[src/rtl/legdisp_pkg.sv]
package legdisp_pkg;

    localparam int LEG_PORT_W = 10;

    typedef enum logic [1:0] {
        RT_IDLE     = 2'd0,
        RT_BACKBONE = 2'd1,
        RT_GFX      = 2'd2
    } rt_state_e;

    // encoded as {vga enable, mda present}
    typedef enum logic [1:0] {
        MODE_OFF   = 2'b00,
        MODE_BAD   = 2'b01,
        MODE_ALL   = 2'b10,
        MODE_SPLIT = 2'b11
    } mode_e;

    function automatic logic port_is_mda(input logic [LEG_PORT_W-1:0] p);
        return (p == 10'h3B4) || (p == 10'h3B5) || (p == 10'h3B8) ||
               (p == 10'h3B9) || (p == 10'h3BA) || (p == 10'h3BF);
    endfunction

    function automatic logic port_is_vga(input logic [LEG_PORT_W-1:0] p);
        return ((p >= 10'h3B0) && (p <= 10'h3BB)) ||
               ((p >= 10'h3C0) && (p <= 10'h3DF));
    endfunction

    function automatic logic port_is_tail(input logic [LEG_PORT_W-1:0] p);
        return (p >= 10'h3BC) && (p <= 10'h3BF);
    endfunction

endpackage

[src/rtl/legdisp_io_decode.sv]
module legdisp_io_decode
    import legdisp_pkg::*;
#(
    parameter int IO_W = 16,
    parameter int BE_W = 4
) (
    input  logic [IO_W-1:$clog2(BE_W)] io_dw,
    input  logic [BE_W-1:0]            be,
    input  logic [IO_W-1:0]            win_base,
    input  logic [IO_W-1:0]            win_limit,
    output logic                       mda_hit,
    output logic                       vga_hit,
    output logic                       tail_hit,
    output logic                       in_win
);
    localparam int LANE_W = $clog2(BE_W);

    logic [BE_W-1:0] lane_mda;
    logic [BE_W-1:0] lane_vga;
    logic [BE_W-1:0] lane_tail;

    // one classifier per byte lane; upper port bits are dropped (aliasing)
    for (genvar i = 0; i < BE_W; i++) begin : g_lane
        logic [LEG_PORT_W-1:0] lane_port;
        assign lane_port    = {io_dw[LEG_PORT_W-1:LANE_W], LANE_W'(i)};
        assign lane_mda[i]  = be[i] && port_is_mda(lane_port);
        assign lane_vga[i]  = be[i] && port_is_vga(lane_port);
        assign lane_tail[i] = be[i] && port_is_tail(lane_port);
    end

    assign mda_hit  = |lane_mda;
    assign vga_hit  = |lane_vga;
    assign tail_hit = |lane_tail;

    logic [IO_W-1:0] io_byte;
    assign io_byte = {io_dw, {LANE_W{1'b0}}};
    assign in_win  = (io_byte >= win_base) && (io_byte <= win_limit);

endmodule

[src/rtl/legdisp_mem_decode.sv]
module legdisp_mem_decode #(
    parameter int ADDR_W = 32,
    parameter int LANE_W = 2
) (
    input  logic [ADDR_W-1:LANE_W] mem_dw,
    output logic                   mda_hit,
    output logic                   vga_hit
);
    localparam logic [ADDR_W-1:0] VGA_LO = ADDR_W'(32'h000A_0000);
    localparam logic [ADDR_W-1:0] VGA_HI = ADDR_W'(32'h000B_FFFF);
    localparam logic [ADDR_W-1:0] MDA_LO = ADDR_W'(32'h000B_0000);
    localparam logic [ADDR_W-1:0] MDA_HI = ADDR_W'(32'h000B_7FFF);

    logic [ADDR_W-1:0] mem_byte;
    assign mem_byte = {mem_dw, {LANE_W{1'b0}}};

    // full-width compare: no mirroring above the first megabyte
    assign vga_hit = (mem_byte >= VGA_LO) && (mem_byte <= VGA_HI);
    assign mda_hit = (mem_byte >= MDA_LO) && (mem_byte <= MDA_HI);

endmodule

[src/rtl/legdisp_policy.sv]
module legdisp_policy
    import legdisp_pkg::*;
(
    input  logic vga_en,
    input  logic mda_present,
    input  logic is_io,
    input  logic mem_en,
    input  logic io_en,
    input  logic io_mda,
    input  logic io_vga,
    input  logic io_tail,
    input  logic io_in_win,
    input  logic mem_mda,
    input  logic mem_vga,
    output logic to_gfx,
    output logic illegal
);
    mode_e mode;
    assign mode = mode_e'({vga_en, mda_present});

    always_comb begin
        to_gfx  = 1'b0;
        illegal = 1'b0;
        unique case (mode)
            MODE_OFF: to_gfx = 1'b0;
            MODE_BAD: begin
                illegal = 1'b1;
                to_gfx  = 1'b0;
            end
            MODE_ALL: begin
                if (is_io) begin
                    if (io_tail)
                        to_gfx = io_en && io_in_win;
                    else
                        to_gfx = io_en && (io_vga || io_mda);
                end else begin
                    to_gfx = mem_en && mem_vga;
                end
            end
            MODE_SPLIT: begin
                if (is_io)
                    to_gfx = io_en && io_vga && !io_mda;
                else
                    to_gfx = mem_en && mem_vga && !mem_mda;
            end
            default: to_gfx = 1'b0;
        endcase
    end

endmodule

[src/rtl/legdisp_router.sv]
module legdisp_router
    import legdisp_pkg::*;
#(
    parameter int ADDR_W = 32,
    parameter int IO_W   = 16
) (
    input  logic              clk,
    input  logic              rst,
    input  logic              req_valid,
    input  logic              req_is_io,
    input  logic [ADDR_W-3:0] req_addr,
    input  logic [3:0]        req_be,
    input  logic              cfg_vga_en,
    input  logic              cfg_mda_present,
    input  logic              cfg_mem_en,
    input  logic              cfg_io_en,
    input  logic [IO_W-1:0]   cfg_io_base,
    input  logic [IO_W-1:0]   cfg_io_limit,
    output logic              route_valid,
    output logic              route_to_gfx,
    output logic              route_illegal
);
    localparam int BE_W   = 4;
    localparam int LANE_W = $clog2(BE_W);

    logic io_mda, io_vga, io_tail, io_in_win;
    logic mem_mda, mem_vga;
    logic gfx_d, illegal_d;

    legdisp_io_decode #(.IO_W(IO_W), .BE_W(BE_W)) u_io (
        .io_dw    (req_addr[IO_W-LANE_W-1:0]),
        .be       (req_be),
        .win_base (cfg_io_base),
        .win_limit(cfg_io_limit),
        .mda_hit  (io_mda),
        .vga_hit  (io_vga),
        .tail_hit (io_tail),
        .in_win   (io_in_win)
    );

    legdisp_mem_decode #(.ADDR_W(ADDR_W), .LANE_W(LANE_W)) u_mem (
        .mem_dw (req_addr),
        .mda_hit(mem_mda),
        .vga_hit(mem_vga)
    );

    legdisp_policy u_pol (
        .vga_en     (cfg_vga_en),
        .mda_present(cfg_mda_present),
        .is_io      (req_is_io),
        .mem_en     (cfg_mem_en),
        .io_en      (cfg_io_en),
        .io_mda     (io_mda),
        .io_vga     (io_vga),
        .io_tail    (io_tail),
        .io_in_win  (io_in_win),
        .mem_mda    (mem_mda),
        .mem_vga    (mem_vga),
        .to_gfx     (gfx_d),
        .illegal    (illegal_d)
    );

    rt_state_e state, state_nx;
    logic      illegal_q;

    always_comb begin
        state_nx = RT_IDLE;
        if (req_valid)
            state_nx = gfx_d ? RT_GFX : RT_BACKBONE;
    end

    always_ff @(posedge clk) begin
        if (rst) state <= RT_IDLE;
        else     state <= state_nx;
    end

    always_ff @(posedge clk) begin
        if (rst) illegal_q <= 1'b0;
        else     illegal_q <= req_valid && illegal_d;
    end

    always_comb begin
        route_valid  = 1'b0;
        route_to_gfx = 1'b0;
        unique case (state)
            RT_IDLE: begin
                route_valid  = 1'b0;
                route_to_gfx = 1'b0;
            end
            RT_BACKBONE: begin
                route_valid  = 1'b1;
                route_to_gfx = 1'b0;
            end
            RT_GFX: begin
                route_valid  = 1'b1;
                route_to_gfx = 1'b1;
            end
            default: begin
                route_valid  = 1'b0;
                route_to_gfx = 1'b0;
            end
        endcase
    end
    assign route_illegal = illegal_q;

    AST_RESULT_NEXT_CYCLE: assert property (@(posedge clk) disable iff (rst)
        req_valid |=> route_valid);
    AST_QUIET_WITHOUT_REQ: assert property (@(posedge clk) disable iff (rst)
        !req_valid |=> (!route_valid && !route_to_gfx && !route_illegal));
    AST_ILLEGAL_CLAIMS_NOTHING: assert property (@(posedge clk) disable iff (rst)
        route_illegal |-> !route_to_gfx);
    AST_MEM_GATED: assert property (@(posedge clk) disable iff (rst)
        (req_valid && !req_is_io && !cfg_mem_en) |=> !route_to_gfx);
    AST_IO_GATED: assert property (@(posedge clk) disable iff (rst)
        (req_valid && req_is_io && !cfg_io_en) |=> !route_to_gfx);
    AST_MDA_PORT_STAYS: assert property (@(posedge clk) disable iff (rst)
        (req_valid && req_is_io && cfg_vga_en && cfg_mda_present && io_mda)
        |=> !route_to_gfx);
    AST_MDA_MEM_STAYS: assert property (@(posedge clk) disable iff (rst)
        (req_valid && !req_is_io && cfg_vga_en && cfg_mda_present && mem_mda)
        |=> !route_to_gfx);

endmodule

[config.mk]
export PLATFORM = sky130hd
export DESIGN_NAME = legdisp_router
export DESIGN_NICKNAME = d
export VERILOG_FILES = /design/src/rtl/legdisp_pkg.sv /design/src/rtl/legdisp_io_decode.sv /design/src/rtl/legdisp_mem_decode.sv /design/src/rtl/legdisp_policy.sv /design/src/rtl/legdisp_router.sv
export SDC_FILE = /design/constraint.sdc
export NUM_CORES = 1
export LEC_CHECK = 0
export BUFFER_PORTS_ARGS = -buffer_cell sky130_fd_sc_hd__buf_4
export CAP_MARGIN = 20
export CORE_ASPECT_RATIO = 0.8
export CORE_MARGIN = 10
export CORE_UTILIZATION = 40
export CTS_CLUSTER_DIAMETER = 80
export DETAILED_ROUTE_END_ITERATION = 8
export MAX_ROUTING_LAYER = met4
export PLACE_DENSITY = 0.81
export SETUP_SLACK_MARGIN = 0.4
export SLEW_MARGIN = 0
export SYNTH_ARGS = -nofsm -noshare
export SYNTH_HDL_FRONTEND = slang
export SYNTH_SLANG_ARGS = --single-unit
[constraint.sdc]
create_clock -name clk -period 3.3 [get_ports clk]
set_clock_uncertainty 0.2 [all_clocks]
set_input_delay 0.66 -clock clk [delete_from_list [all_inputs] [get_ports clk]]
set_output_delay 0.66 -clock clk [all_outputs]
set_load 0.1 [all_outputs]
Word level (Yosys, flattened, before mapping) --
Cells that the tools add are included.
Cells by class: add/sub/neg operators 0, multipliers 0, div/mod/pow operators 0, $lt $le $gt $ge 30, equality and inequality tests 8, shifts and indexed selects 0, multiplexer cells 8, bitwise logic cells 1, reductions and logical operators 49
Operators by type and width (count):
- $ge A10 B10 Y1 const B | 12
- $le A10 B10 Y1 const B | 12
- $ge A32 B20 Y1 const B | 2
- $le A32 B20 Y1 const B | 2
- $logic_and A1 B1 Y1 | 34
- $eq A8 B8 Y1 const B | 3
- $ge A16 B16 Y1 | 1
- $le A16 B16 Y1 | 1
- $reduce_or A4 Y1 | 3
- $eq A2 B2 Y1 const B | 3
- $logic_or A1 B1 Y1 | 6
- $mux W1 | 6
- $reduce_or A2 Y1 | 3
- $eq A2 B1 Y1 const B | 2
- $pmux W1 S3 | 1
- $logic_not A1 Y1 | 2
- $logic_not A2 Y1 | 1
- $mux W2 | 1
- $not A1 Y1 | 1
Word-level totals: register bits after elaboration 3, latch bits 0, RAM bits 0, bits in read-only memories 0, output and inout bits 3, word-level logic and storage cells 98, memories 0

Longest topological paths before layout --
depth in word-level cells 11, depth in mapped cells 7

Hierarchy --
From an unflattened synthesis, not the netlist that was laid out.
Unflattened totals: cell total of the unflattened synthesis 143, area total of the unflattened synthesis 1016.0 um^2
Modules (own cells, without submodules):
- legdisp_io_decode | times used 1, cells an instance 115, area each 777.0 um^2
- legdisp_router | times used 1, cells an instance 9, area each 110.1 um^2
- legdisp_mem_decode | times used 1, cells an instance 9, area each 73.8 um^2
- legdisp_policy | times used 1, cells an instance 10, area each 55.1 um^2

Worst setup path before layout --
Ideal clock, no wire load.
kind input to register, from input port cfg_io_base[13], to register state[1], setup time 121 ps, arrival time 1814 ps, slack 1165 ps, stages on the path 7, path buffers 0, path through inv_1 -> ha_1 -> a211oi_1 -> nor2_1 -> a2111o_1 -> o21ai_0 -> o21ai_1
On the way: longest elaborated chain between the ends 7
Ends and longest elaborated chain:
- from (decl) | line legdisp_router.sv:17 | input logic [IO_W-1:0] cfg_io_base,
- $ge A16 B16 Y1 | line legdisp_io_decode.sv:37 | assign in_win = (io_byte >= win_base) && (io_byte <= win_limit);
- $logic_and A1 B1 Y1 | line legdisp_io_decode.sv:37
- $logic_and A1 B1 Y1 | line legdisp_policy.sv:33 | to_gfx = io_en && io_in_win;
- $mux W1 | line legdisp_policy.sv:32 | if (io_tail)
- $mux W1 | line legdisp_policy.sv:31 | if (is_io) begin
- $pmux W1 S3 | line legdisp_policy.sv:24 | unique case (mode)
- $mux W2 | line legdisp_router.sv:69 | state_nx = gfx_d ? RT_GFX : RT_BACKBONE;
- to (signal assigned) | line legdisp_router.sv:74 | else state <= state_nx;
- to (decl) | line legdisp_router.sv:63 | rt_state_e state, state_nx;
Every way passes these cells. A chain may end at the register's enable or synchronous reset.

Worst setup path after layout --
from input port req_addr[11], to register state[0]
On the way: longest elaborated chain between the ends 7, elaborated cells on any way between the ends 18, classes of those cells order compare: 6; mux: 5; reduce/logical: 7
Ends and longest elaborated chain:
- from (decl) | line legdisp_router.sv:11 | input logic [ADDR_W-3:0] req_addr,
- $ge A32 B20 Y1, or another cell as far along | line legdisp_mem_decode.sv:18 | assign vga_hit = (mem_byte >= VGA_LO) && (mem_byte <= VGA_HI);
- $logic_and A1 B1 Y1 (on tied branches) | line legdisp_mem_decode.sv:18, legdisp_io_decode.sv:37, legdisp_mem_decode.sv:19
- $logic_and A1 B1 Y1, or another cell as far along | line legdisp_policy.sv:37, legdisp_policy.sv:44
- $logic_and A1 B1 Y1 / $mux W1 (equally long branches) | line legdisp_policy.sv:44, legdisp_policy.sv:32
- $mux W1 (on tied branches) | line legdisp_policy.sv:41, legdisp_policy.sv:31
- $pmux W1 S3 * | line legdisp_policy.sv:24
- $mux W2 * | line legdisp_router.sv:69
Every way passes the cells marked *; elsewhere a longest branch is shown, timed or not.

==> flow_summary.toml <==
[outcome]
outcome = "finished, final reports clean"

[sta]
setup-violations-final = 0
hold_violations = 0
tightestPinTransition_ns = 0.271
hold_ws_ns = 0.393
fmax_ghz = 0.471
drv_slew = 0
fin_setup_tns_ns = 0
layout_min_cycle_time_ns = 2.12
setup_slack_ns = 1.18
period_share_pct = 64.3
slew_headroom_pct = 81.7
rsz0062_at_grt = "no"

[worst_setup_path]
crit_required_ns = 3.29
critPathCaptureType = "flop"
setup.worst_path.start_class = "primary input"
arrival_ns = 2.11
crit_type = "in2reg"
worstPathMaxFanout = 2

[cts]
cts_resized = 0
postCtsSetupBuffers = 0
htreeDepth = 1
root_buffer = "clkbuf_4"
clock_sinks = 3
path_clk_slew_ns = 0.04
clockBufferDepth = 2
cts_hold_buffers = 0
cts_made_buffers = 3
cts_tree = "built"

[yosys]
ys_seq_area_share_pct = 6.10
synth_ff_type = "dfxtp_1"
syn_area_um2 = 985
avgSynthCellArea_um2 = 7.24
postSynth.asyncResetShare_pct = 0
ys.warnings.count = 0
yosysUniqueCellTypes = 32
yosys_register_bits = 3
syn-num-nets = 239
syn_inst = 136
synth-edff-count = 0

[global_route]
grt_max_degree = 6
busiest_layer = "met2"
grt_pass1_vias = 1315
use_met1_pct = 16.8
grt_pass1_wl_mm = 5.51
use_met3_pct = 5.09
antenna_found_initial = 0
overflow = 0
track_usage_pct = 14.1
gr-usage-met2_pct = 22.9

[worst_hold_path]
hp-start = "cfg_vga_en"
holdPathStages = 2
hold_class = "in2reg"
hold_end = "route_illegal$_SDFF_PP0_"

[final_layout]
antenna_cells = 0
drive_gt1_share_pct = 38.4
fin_nets = 320
synthToLayoutAreaGrowth_pct = 63.8

[route]
drt-total-wl_mm = 3.59
vias_per_cell = 5.17
antenna_left = 0
drc = 0
drt_iter0_markers = 39
drt_pass1_iterations = 4
routed-via-count = 1245
wl_per_cell_um = 14.9

[place]
dp_hpwl_mm = 3.39
gp_congestion = 0.820
port_buffers = 76
pre_cts_slack_ns = 0.937

[power]
p_leak_nw = 0.922
cellPowerDensity_nw_per_um2 = 166
ir_drop_mv = 0.105

[floorplan]
ios = 77
start_util_pct = 43.7
rows = 15
coreArea_um2 = 2250
fp.dieArea_um2 = 4860
dieHeight_um = 64.4
die_w_um = 75.5

[job]
drv_cap = 0
[per-stage QoR]
stage	util [%]	area, µm²	total power, mW	std cells
after global placement	70.4	1590	0.195	237
final	71.6	1610	0.268	241
after floorplan	-	985	0.110	136
after CTS	71.6	1610	0.270	241
after global routing	71.6	1610	0.292	241
after detailed placement	70.4	1590	0.201	237
[cells in the mapped netlist, types with 3 or more instances]
cell type	instances	area, µm²
nand4_1	4	25.0
nor4_1	3	18.8
o21ai_0	8	40.0
nor3_1	4	20.0
nand2_1	10	37.5
dfxtp_1	3	60.1
ha_1	29	363
a21oi_1	12	60.1
inv_1	31	116
nor2_1	6	22.5
[report_power, final]
group	switching, mW	internal [mW]	total [mW]
clock	0.0223	0.0455	0.0679
combinational	0.0703	0.0919	0.162
sequential	0.000362	0.0375	0.0378
[state kept, by name, indices dropped and copies added (netlist names)]
register and flops:
route_illegal 1, state 2
[routing by layer]
layer / part of all wire (%) / vias to the layer above
met5: 0 / -
met4: 0 / 0
met3: 12 / 0
met2: 46 / 59
met1: 42 / 536
li1: - / 650
[cells by family after synthesis]
| group | count (synthesis) | share of synthesized area [%] |
|---|---|---|
| AOI/OAI and AO/OA | 34 | 22.4 |
| buffers and inverters | 31 | 11.8 |
| adders and majority gates | 29 | 36.8 |
| DFF | 3 | 6.10 |
| and+or+nand+nor | 39 | 22.9 |
[placed cells by master (no fill, tap or decap), types with 2 or more instances in the layout]
cell type / n
o21ai_0: 8
buf_4: 76
o21ai_1: 2
nand2_1: 10
inv_1: 31
a21oi_1: 12
clkbuf_4: 3
ha_1: 29
nor4_1: 3
nor2_1: 6
nor3_1: 4
nand4_1: 4
dfxtp_1: 3
a211oi_1: 2
o2111ai_1: 2
nand2b_1: 2
[worst max-delay path, stage by stage]
cell	delay, ns
buf_4	0.12
ha_1	0.29
a211oi_1	0.25
nor2_1	0.08
a2111o_1	0.40
o21ai_0	0.18
o21ba_1	0.13
[layout make-up]
cell class	count	area, µm²
Multi-Input combinational cell	102	808
Clock buffer	4	26.3
Inverter	31	116
Timing Repair Buffer	76	571
Sequential cell	3	60.1
Fill cell	186	639
Tap cell	25	31.3
[worst max-delay path by stage]
stage               startpoint             endpoint  slack (ns)
4_1_cts           req_addr[11]  state[1]$_SDFF_PP0_        1.18
6_report          req_addr[11]  state[0]$_SDFF_PP0_        1.18
3_3_place_gp      req_addr[11]  state[1]$_SDFF_PP0_         1.0
5_1_grt            req_addr[0]  state[1]$_SDFF_PP0_        1.10
3_5_place_dp      req_addr[11]  state[1]$_SDFF_PP0_        0.94
2_1_floorplan  cfg_io_base[13]  state[1]$_SDFF_PP0_        1.16
No activity file was read; power rests on OpenSTA's default activity.
